==> config.mk <==
export PLATFORM = sky130hd
export DESIGN_NAME = lin_txfault_sup
export DESIGN_NICKNAME = d
export VERILOG_FILES = /design/src/rtl/lin_sup_pkg.sv /design/src/rtl/lin_sync.sv /design/src/rtl/lin_txdom_fsm.sv /design/src/rtl/lin_rxs_fsm.sv /design/src/rtl/lin_txfault_sup.sv
export SDC_FILE = /design/constraint.sdc
export NUM_CORES = 1
export LEC_CHECK = 0
export CORE_ASPECT_RATIO = 0.75
export CORE_UTILIZATION = 56
export DETAILED_ROUTE_END_ITERATION = 10
export PLACE_DENSITY = 0.82
export SLEW_MARGIN = 20
export SYNTH_ARGS = -nofsm -noshare
export SYNTH_HDL_FRONTEND = slang
export SYNTH_HIERARCHICAL = 1
export SYNTH_SLANG_ARGS = --single-unit
==> constraint.sdc <==
create_clock -name clk -period 2.65 [get_ports clk]
set_clock_uncertainty 0.15 [all_clocks]
set_input_delay 0.53 -clock clk [delete_from_list [all_inputs] [get_ports clk]]
set_output_delay 0.53 -clock clk [all_outputs]
set_load 0.1 [all_outputs]
==> src/rtl/lin_sup_pkg.sv <==
package lin_sup_pkg;

    typedef enum logic {
        OT_RUN,
        OT_HOLD
    } ot_state_t;

    typedef enum logic [1:0] {
        RS_OK,
        RS_SHORT,
        RS_WAIT_EDGE,
        RS_WAIT_TXH
    } rs_state_t;

    typedef enum logic [1:0] {
        TD_IDLE,
        TD_COUNT,
        TD_STUCK
    } td_state_t;

    localparam int FLAG_W   = 4;
    localparam int FL_OT    = 0;
    localparam int FL_OC    = 1;
    localparam int FL_RXS   = 2;
    localparam int FL_TDOM  = 3;

endpackage

==> src/rtl/lin_sync.sv <==
module lin_sync #(
    parameter int          W       = 1,
    parameter logic [W-1:0] RST_VAL = '0
) (
    input  logic         clk,
    input  logic         rst_n,
    input  logic [W-1:0] d_i,
    output logic [W-1:0] q_o
);

    logic [W-1:0] stage1;
    logic [W-1:0] stage2;

    for (genvar g = 0; g < W; g++) begin : g_bit
        always_ff @(posedge clk or negedge rst_n) begin
            if (!rst_n) begin
                stage1[g] <= RST_VAL[g];
                stage2[g] <= RST_VAL[g];
            end else begin
                stage1[g] <= d_i[g];
                stage2[g] <= stage1[g];
            end
        end
    end

    assign q_o = stage2;

endmodule

==> src/rtl/lin_txdom_fsm.sv <==
module lin_txdom_fsm
    import lin_sup_pkg::*;
#(
    parameter int TO_TICKS = 1000
) (
    input  logic clk,
    input  logic rst_n,
    input  logic tick_i,
    input  logic txd_i,
    output logic stuck_o,
    output logic enter_o
);

    localparam int            CW   = (TO_TICKS > 1) ? $clog2(TO_TICKS) : 1;
    localparam logic [CW-1:0] LAST = CW'(TO_TICKS - 1);

    td_state_t     state_q, state_d;
    logic [CW-1:0] cnt_q, cnt_d;

    always_ff @(posedge clk or negedge rst_n) begin
        if (!rst_n) begin
            state_q <= TD_IDLE;
            cnt_q   <= '0;
        end else begin
            state_q <= state_d;
            cnt_q   <= cnt_d;
        end
    end

    always_comb begin
        state_d = state_q;
        cnt_d   = cnt_q;
        enter_o = 1'b0;
        unique case (state_q)
            TD_IDLE: begin
                cnt_d = '0;
                if (!txd_i) state_d = TD_COUNT;
            end
            TD_COUNT: begin
                if (txd_i) begin
                    state_d = TD_IDLE;
                    cnt_d   = '0;
                end else if (tick_i) begin
                    if (cnt_q == LAST) begin
                        state_d = TD_STUCK;
                        enter_o = 1'b1;
                        cnt_d   = '0;
                    end else begin
                        cnt_d = cnt_q + 1'b1;
                    end
                end
            end
            TD_STUCK: begin
                cnt_d = '0;
                if (txd_i) state_d = TD_IDLE;
            end
            default: begin
                state_d = TD_IDLE;
                cnt_d   = '0;
            end
        endcase
    end

    assign stuck_o = (state_q == TD_STUCK);

    a_r4_cnt_bound: assert property (@(posedge clk) disable iff (!rst_n)
        cnt_q <= LAST);

    a_r4_release: assert property (@(posedge clk) disable iff (!rst_n)
        txd_i |=> !stuck_o);

endmodule

==> src/rtl/lin_rxs_fsm.sv <==
module lin_rxs_fsm
    import lin_sup_pkg::*;
(
    input  logic clk,
    input  logic rst_n,
    input  logic txd_i,
    input  logic short_i,
    input  logic rxd_edge_i,
    output logic blocked_o
);

    rs_state_t state_q, state_d;

    always_ff @(posedge clk or negedge rst_n) begin
        if (!rst_n) state_q <= RS_OK;
        else        state_q <= state_d;
    end

    always_comb begin
        state_d = state_q;
        if (short_i) begin
            state_d = RS_SHORT;
        end else begin
            unique case (state_q)
                RS_OK:        state_d = RS_OK;
                RS_SHORT:     state_d = RS_WAIT_EDGE;
                RS_WAIT_EDGE: if (rxd_edge_i) state_d = RS_WAIT_TXH;
                RS_WAIT_TXH:  if (txd_i) state_d = RS_OK;
                default:      state_d = RS_OK;
            endcase
        end
    end

    assign blocked_o = (state_q != RS_OK);

    a_r3_wait_edge: assert property (@(posedge clk) disable iff (!rst_n)
        (state_q == RS_WAIT_EDGE && !rxd_edge_i) |=> blocked_o);

    a_r3_short_blocks: assert property (@(posedge clk) disable iff (!rst_n)
        short_i |=> blocked_o);

endmodule

==> src/rtl/lin_txfault_sup.sv <==
module lin_txfault_sup
    import lin_sup_pkg::*;
#(
    parameter int TO_TICKS = 1000
) (
    input  logic       clk,
    input  logic       rst_n,
    input  logic       tick_i,
    input  logic       txd_i,
    input  logic       rxd_i,
    input  logic       ot_flt_i,
    input  logic       rxs_flt_i,
    input  logic       oc_flt_i,
    input  logic       host_rd_i,
    input  logic       host_wr_i,
    input  logic [1:0] host_wdata_i,
    output logic [3:0] host_rdata_o,
    output logic       txen_o,
    output logic       irq_o,
    output logic       rxonly_o
);

    localparam int SYNC_W = 4;

    // synchronized inputs: {rxd, oc, rxs, ot}
    logic [SYNC_W-1:0] sync_q;
    logic ot_s, rxs_s, oc_s, rxd_s, rxd_d;

    lin_sync #(.W(SYNC_W), .RST_VAL(4'b1000)) u_sync (
        .clk   (clk),
        .rst_n (rst_n),
        .d_i   ({rxd_i, oc_flt_i, rxs_flt_i, ot_flt_i}),
        .q_o   (sync_q)
    );

    assign ot_s  = sync_q[0];
    assign rxs_s = sync_q[1];
    assign oc_s  = sync_q[2];
    assign rxd_s = sync_q[3];

    always_ff @(posedge clk or negedge rst_n) begin
        if (!rst_n) rxd_d <= 1'b1;
        else        rxd_d <= rxd_s;
    end

    // timeout and short recovery machines
    logic td_stuck, td_enter, rs_blocked;

    lin_txdom_fsm #(.TO_TICKS(TO_TICKS)) u_txdom (
        .clk     (clk),
        .rst_n   (rst_n),
        .tick_i  (tick_i),
        .txd_i   (txd_i),
        .stuck_o (td_stuck),
        .enter_o (td_enter)
    );

    lin_rxs_fsm u_rxs (
        .clk        (clk),
        .rst_n      (rst_n),
        .txd_i      (txd_i),
        .short_i    (rxs_s),
        .rxd_edge_i (rxd_s ^ rxd_d),
        .blocked_o  (rs_blocked)
    );

    // over-temperature recovery machine
    ot_state_t ot_q, ot_d;

    always_ff @(posedge clk or negedge rst_n) begin
        if (!rst_n) ot_q <= OT_RUN;
        else        ot_q <= ot_d;
    end

    always_comb begin
        ot_d = ot_q;
        unique case (ot_q)
            OT_RUN:  if (ot_s) ot_d = OT_HOLD;
            OT_HOLD: if (!ot_s && txd_i) ot_d = OT_RUN;
            default: ot_d = OT_RUN;
        endcase
    end

    // sticky flags with guarded read-clear
    logic [FLAG_W-1:0] flag_q, flag_d, cause_set, cause_live;

    always_comb begin
        cause_set           = '0;
        cause_set[FL_OT]    = ot_s;
        cause_set[FL_OC]    = oc_s;
        cause_set[FL_RXS]   = rxs_s;
        cause_set[FL_TDOM]  = td_enter;
        cause_live          = '0;
        cause_live[FL_OT]   = ot_s;
        cause_live[FL_OC]   = oc_s;
        cause_live[FL_RXS]  = rxs_s;
        cause_live[FL_TDOM] = !txd_i;
    end

    for (genvar f = 0; f < FLAG_W; f++) begin : g_flag
        always_comb begin
            if (cause_set[f])                      flag_d[f] = 1'b1;
            else if (host_rd_i && !cause_live[f])  flag_d[f] = 1'b0;
            else                                   flag_d[f] = flag_q[f];
        end
    end

    logic lin_err;
    logic mask_q, rxonly_q;

    assign lin_err = |cause_set;

    always_ff @(posedge clk or negedge rst_n) begin
        if (!rst_n) begin
            flag_q   <= '0;
            mask_q   <= 1'b0;
            rxonly_q <= 1'b0;
        end else begin
            flag_q <= flag_d;
            if (host_wr_i) mask_q <= host_wdata_i[0];
            if (lin_err)        rxonly_q <= 1'b1;
            else if (host_wr_i) rxonly_q <= host_wdata_i[1];
        end
    end

    // outputs
    always_comb begin
        txen_o       = !rxonly_q && (ot_q == OT_RUN) && !rs_blocked && !td_stuck;
        irq_o        = mask_q && (|flag_q);
        rxonly_o     = rxonly_q;
        host_rdata_o = flag_q;
    end

    a_r2_ot_blocks: assert property (@(posedge clk) disable iff (!rst_n)
        ot_s |=> !txen_o);

    a_r3_flag_kept: assert property (@(posedge clk) disable iff (!rst_n)
        (host_rd_i && rxs_s) |=> host_rdata_o[FL_RXS]);

    a_r6_oc_kept: assert property (@(posedge clk) disable iff (!rst_n)
        (host_rd_i && oc_s) |=> host_rdata_o[FL_OC]);

    a_r7_masked_quiet: assert property (@(posedge clk) disable iff (!rst_n)
        !mask_q |-> !irq_o);

    a_r8_err_sets_rxonly: assert property (@(posedge clk) disable iff (!rst_n)
        lin_err |=> rxonly_o);

endmodule

==> flow_metrics.py <==
metrics = {
    "floorplan": {
        "core_region_area_mm2": 0.002102,
        "fp.dieArea_mm2": 0.002534,
        "die-height_um": 43.85,
        "core.rowCount": 14,
        "floorplan.io_pins": 19,
        "effective_utilization_at_floorplan": 0.6220,
        "die_w_um": 57.80,
    },
    "pwr": {
        "ir_drop_v": 0.0004031,
        "power_leakage_nw": 0.7273,
        "pwr_dens_mw_per_mm2": 582.1,
    },
    "detailed_routing": {
        "post_route_wl_um": 2240,
        "post_drt_wl_per_cell_um": 13.66,
        "dr.pass1.iters": 7,
        "remaining_drc_errors": 3,
        "drtAntennaViolNets": 0,
        "avgViaCountPerCell": 5.518,
        "highest_layer": "met4",
        "drtIter0Drc": 31,
        "met2_length_um": 961,
        "route.met3.wl_um": 173,
        "vias": 905,
        "wirelength_met1_um": 1071,
    },
    "sta": {
        "slew_viol_final": 0,
        "final_setup_vio_count": 0,
        "fin_crit_sh": 0.7991,
        "hold_viol_final": 0,
        "setup-tns-final_ns": 0,
        "achievable_freq_mhz": 472.2,
        "worst_pin_slew_ns": 0.3657,
        "period_minus_slack_ns": 2.118,
        "timing.slew.headroom": 0.7528,
        "setup_repair_after_global_routing_missed_its_margin": "no",
    },
    "grt": {
        "first_global_vias": 859,
        "grtUsageTotal": 0.2155,
        "initial_antenna_violation_count": 0,
        "pin_count_of_the_biggest_net_entering_global_routing": 31,
        "grt_remaining_overflow": 0,
        "global_route_wire_length_before_repair_um": 3857,
    },
    "place": {
        "gp_routability_congestion": 0.9076,
        "dp_hpwl_um": 1643,
        "dpl.cell_count": 157,
        "portBuffers": 18,
    },
    "run_status": {
        "violations_in_the_final_reports": "design-rule violations",
        "outcome": "complete, but fails checks",
    },
    "clock_tree": {
        "cts-buffers-inserted": 5,
        "clock-root-buffer": "sky130_fd_sc_hd__clkbuf_4",
        "numClockSinks": 30,
        "clkSlewWorstSetupHoldPaths_ns": 0.08,
        "post_cts_hold_buffer_count": 0,
        "cts_resized": 0,
        "clock_latency_ns": 0.31,
        "ctsHtreeMaxLevel": 2,
        "cts_tree": "built",
        "maximum_count_of_clock_buffers_along_a_single_path": 2,
        "cts_setup_buffers": 0,
    },
    "worst_setup_path": {
        "slowest_stage": "sky130_fd_sc_hd__dfrtp_1",
        "critPathMaxStageDelay_ns": 0.40,
        "critical_path.most_common_cell": "sky130_fd_sc_hd__inv_1",
        "setup.reg_to_reg.worst_slack_ns": 0.73,
        "critical_path.startpoint_type": "flip-flop",
        "timing.reg2reg.worst_path_depth": 6,
        "list_of_cells_traversed_by_the_critical_path": "inv_1, ha_1, inv_1, nor4_4, buf_12",
        "timing.critical_path.fanout_max": 3,
        "cp-end-kind": "output pin",
        "worstPathArrival_ns": 1.44,
        "worst_path_dominant_cell_family": "flip-flops",
        "critical_path.reg2reg.endpoint": "rxonly_o$_DFFE_PN0P_",
        "cp_num_buf_inv": 3,
        "cp.required_ns": 1.97,
        "r2r-start": "u_txdom/cnt_q[0]$_DFFE_PN0N_",
        "worst-setup-path-type": "reg -> out",
    },
    "synthesis": {
        "synth.net_count": 130,
        "synth_sequential_area_ratio": 0.5770,
        "count_of_yosys_warnings_during_synthesis": 6,
        "post_synth_instance_area_mm2": 0.001308,
        "netlist-cell-type-count": 31,
        "yosys_register_bits": 30,
        "post_synth_inst_count": 113,
        "synth_area_per_cell_um2": 11.57,
    },
    "hold_path": {
        "min-delay-start": "u_sync/stage1[3]$_DFF_PN1_",
        "min_path_cells": 0,
        "hold_path.class": "reg -> reg",
        "whs_endpoint": "u_sync/q_o[3]$_DFF_PN1_",
    },
    "finish": {
        "stdcell_count": 164,
        "fillers": 169,
        "n_antenna_cell": 0,
        "mostFrequentLayoutCell": "sky130_fd_sc_hd__dfrtp_1",
        "synthToLayoutAreaGrowth_pct": 21.44,
        "final_layout_size_suffix_gt1_frac": 0.1714,
        "design.final.nets": 157,
        "mostFrequentLayoutCells": "sky130_fd_sc_hd__dfrtp_1, sky130_fd_sc_hd__inv_1, sky130_fd_sc_hd__clkdlybuf4s50_1, sky130_fd_sc_hd__nor2_1",
    },
    "flow_run": {
        "max_cap_violations": 0,
    },
}
[flip-flops by register name, summed over array words and instances (netlist names)]
register         count
u_txdom/cnt_q       10
u_txdom/state_q      2
u_rxs/state_q        2
host_rdata_o         4
mask_q               1
rxonly_o             1
u_sync/stage1        4
rxd_d                1
ot_q                 1
u_sync/q_o           4
[area by class of cell]
cell class | count | area (um2) | area share
Clock buffer | 7 | 45.04 | 0.02837
Multi-Input combinational cell | 72 | 526.8 | 0.3318
Inverter | 11 | 41.29 | 0.02600
Tap cell | 24 | 30.03 | 0.01891
Sequential cell | 30 | 754.5 | 0.4752
Timing Repair Buffer | 20 | 190.2 | 0.1198
[where the power goes]
part / internal [mW] / leakage [nW] / total, mW / switching, mW
combinational: 0.0676 / 0.334 / 0.172 / 0.105
sequential: 0.486 / 0.368 / 0.512 / 0.0261
clock: 0.0999 / 0.0254 / 0.240 / 0.140
[worst max path at each step]
| stage | slack (ns) | endpoint | from | cells past startpoint |
|---|---|---|---|---|
| finish | 0.53 | txen_o | u_rxs/state_q[0]$_DFFE_PN0P_ | 5 |
| global route | 0.45 | txen_o | u_rxs/state_q[0]$_DFFE_PN0P_ | 5 |
| CTS | 0.50 | txen_o | u_rxs/state_q[0]$_DFFE_PN0P_ | 5 |
| detailed placement | 0.32 | rxonly_o$_DFFE_PN0P_ | tick_i | 6 |
| global placement | 0.39 | u_txdom/cnt_q[7]$_DFFE_PN0N_ | tick_i | 5 |
| floorplan | 0.02 | txen_o | rxonly_o$_DFFE_PN0P_ | 1 |
[worst register-to-register path, delay by kind of cell, from the launching register on]
family / cells / cell delay [ns]
simple gates: 5 / 1.09
flops: 1 / 0.40
fa+ha+maj: 1 / 0.22
[cells in the mapped netlist]
master | instances | area (um2)
sky130_fd_sc_hd__mux2_2 | 2 | 22.52
sky130_fd_sc_hd__nand3_1 | 3 | 15.01
sky130_fd_sc_hd__nor2_1 | 11 | 41.29
sky130_fd_sc_hd__or3_1 | 2 | 12.51
sky130_fd_sc_hd__o21ai_0 | 1 | 5.000
sky130_fd_sc_hd__or4_1 | 1 | 7.510
sky130_fd_sc_hd__nor2b_1 | 1 | 6.260
sky130_fd_sc_hd__nor4b_1 | 1 | 8.760
sky130_fd_sc_hd__nand4_1 | 1 | 6.260
sky130_fd_sc_hd__mux2i_1 | 3 | 30.03
sky130_fd_sc_hd__o41a_1 | 1 | 11.26
sky130_fd_sc_hd__xor2_1 | 3 | 26.28
sky130_fd_sc_hd__nand3_2 | 1 | 10.01
sky130_fd_sc_hd__a21o_1 | 5 | 37.54
sky130_fd_sc_hd__nor3_1 | 2 | 10.01
sky130_fd_sc_hd__or3b_1 | 1 | 8.760
sky130_fd_sc_hd__inv_1 | 11 | 41.29
sky130_fd_sc_hd__a21o_2 | 1 | 8.760
sky130_fd_sc_hd__nand2_1 | 8 | 30.03
sky130_fd_sc_hd__o311ai_0 | 1 | 8.760
sky130_fd_sc_hd__ha_1 | 5 | 62.56
sky130_fd_sc_hd__o21a_1 | 1 | 7.510
sky130_fd_sc_hd__dfrtp_1 | 27 | 675.7
sky130_fd_sc_hd__or4_4 | 1 | 11.26
sky130_fd_sc_hd__dfstp_2 | 3 | 78.83
sky130_fd_sc_hd__xnor2_1 | 4 | 35.03
sky130_fd_sc_hd__o31ai_1 | 2 | 15.01
sky130_fd_sc_hd__nand2b_1 | 2 | 12.51
sky130_fd_sc_hd__a22oi_4 | 1 | 21.27
sky130_fd_sc_hd__a21oi_1 | 3 | 15.01
sky130_fd_sc_hd__nor4_1 | 4 | 25.02
[per-stage QoR]
step	total power, mW	setup WS, ns	util	cell area [um2]	hold WS (ns)
floorplan	0.6362	0.02368	-	1323	0.08441
global placement	0.6869	0.3905	0.7339	1543	0.1835
detailed placement	0.6951	0.3224	0.7339	1543	0.1934
CTS	0.9369	0.5044	0.7554	1588	0.2089
global route	0.9673	0.4487	0.7554	1588	0.2192
finish	0.9243	0.5324	0.7554	1588	0.2085
[cells by family after synthesis]
group                    synth area share
XOR/XNOR                          0.04689
multiplexers                      0.04019
flip-flops                         0.5770
buffers and inverters             0.03158
AND/OR/NAND/NOR                    0.1569
AO/OA/AOI/OAI                     0.09952
adder cells (fa/ha/maj)           0.04785
[per-layer routing]
metal	global-route usage	vias to the layer above
met5	0	-
met4	0.1333	0
met3	0.06269	4
met2	0.3093	35
met1	0.2932	424
li1	-	442
Power figures use the tool's default switching activity.
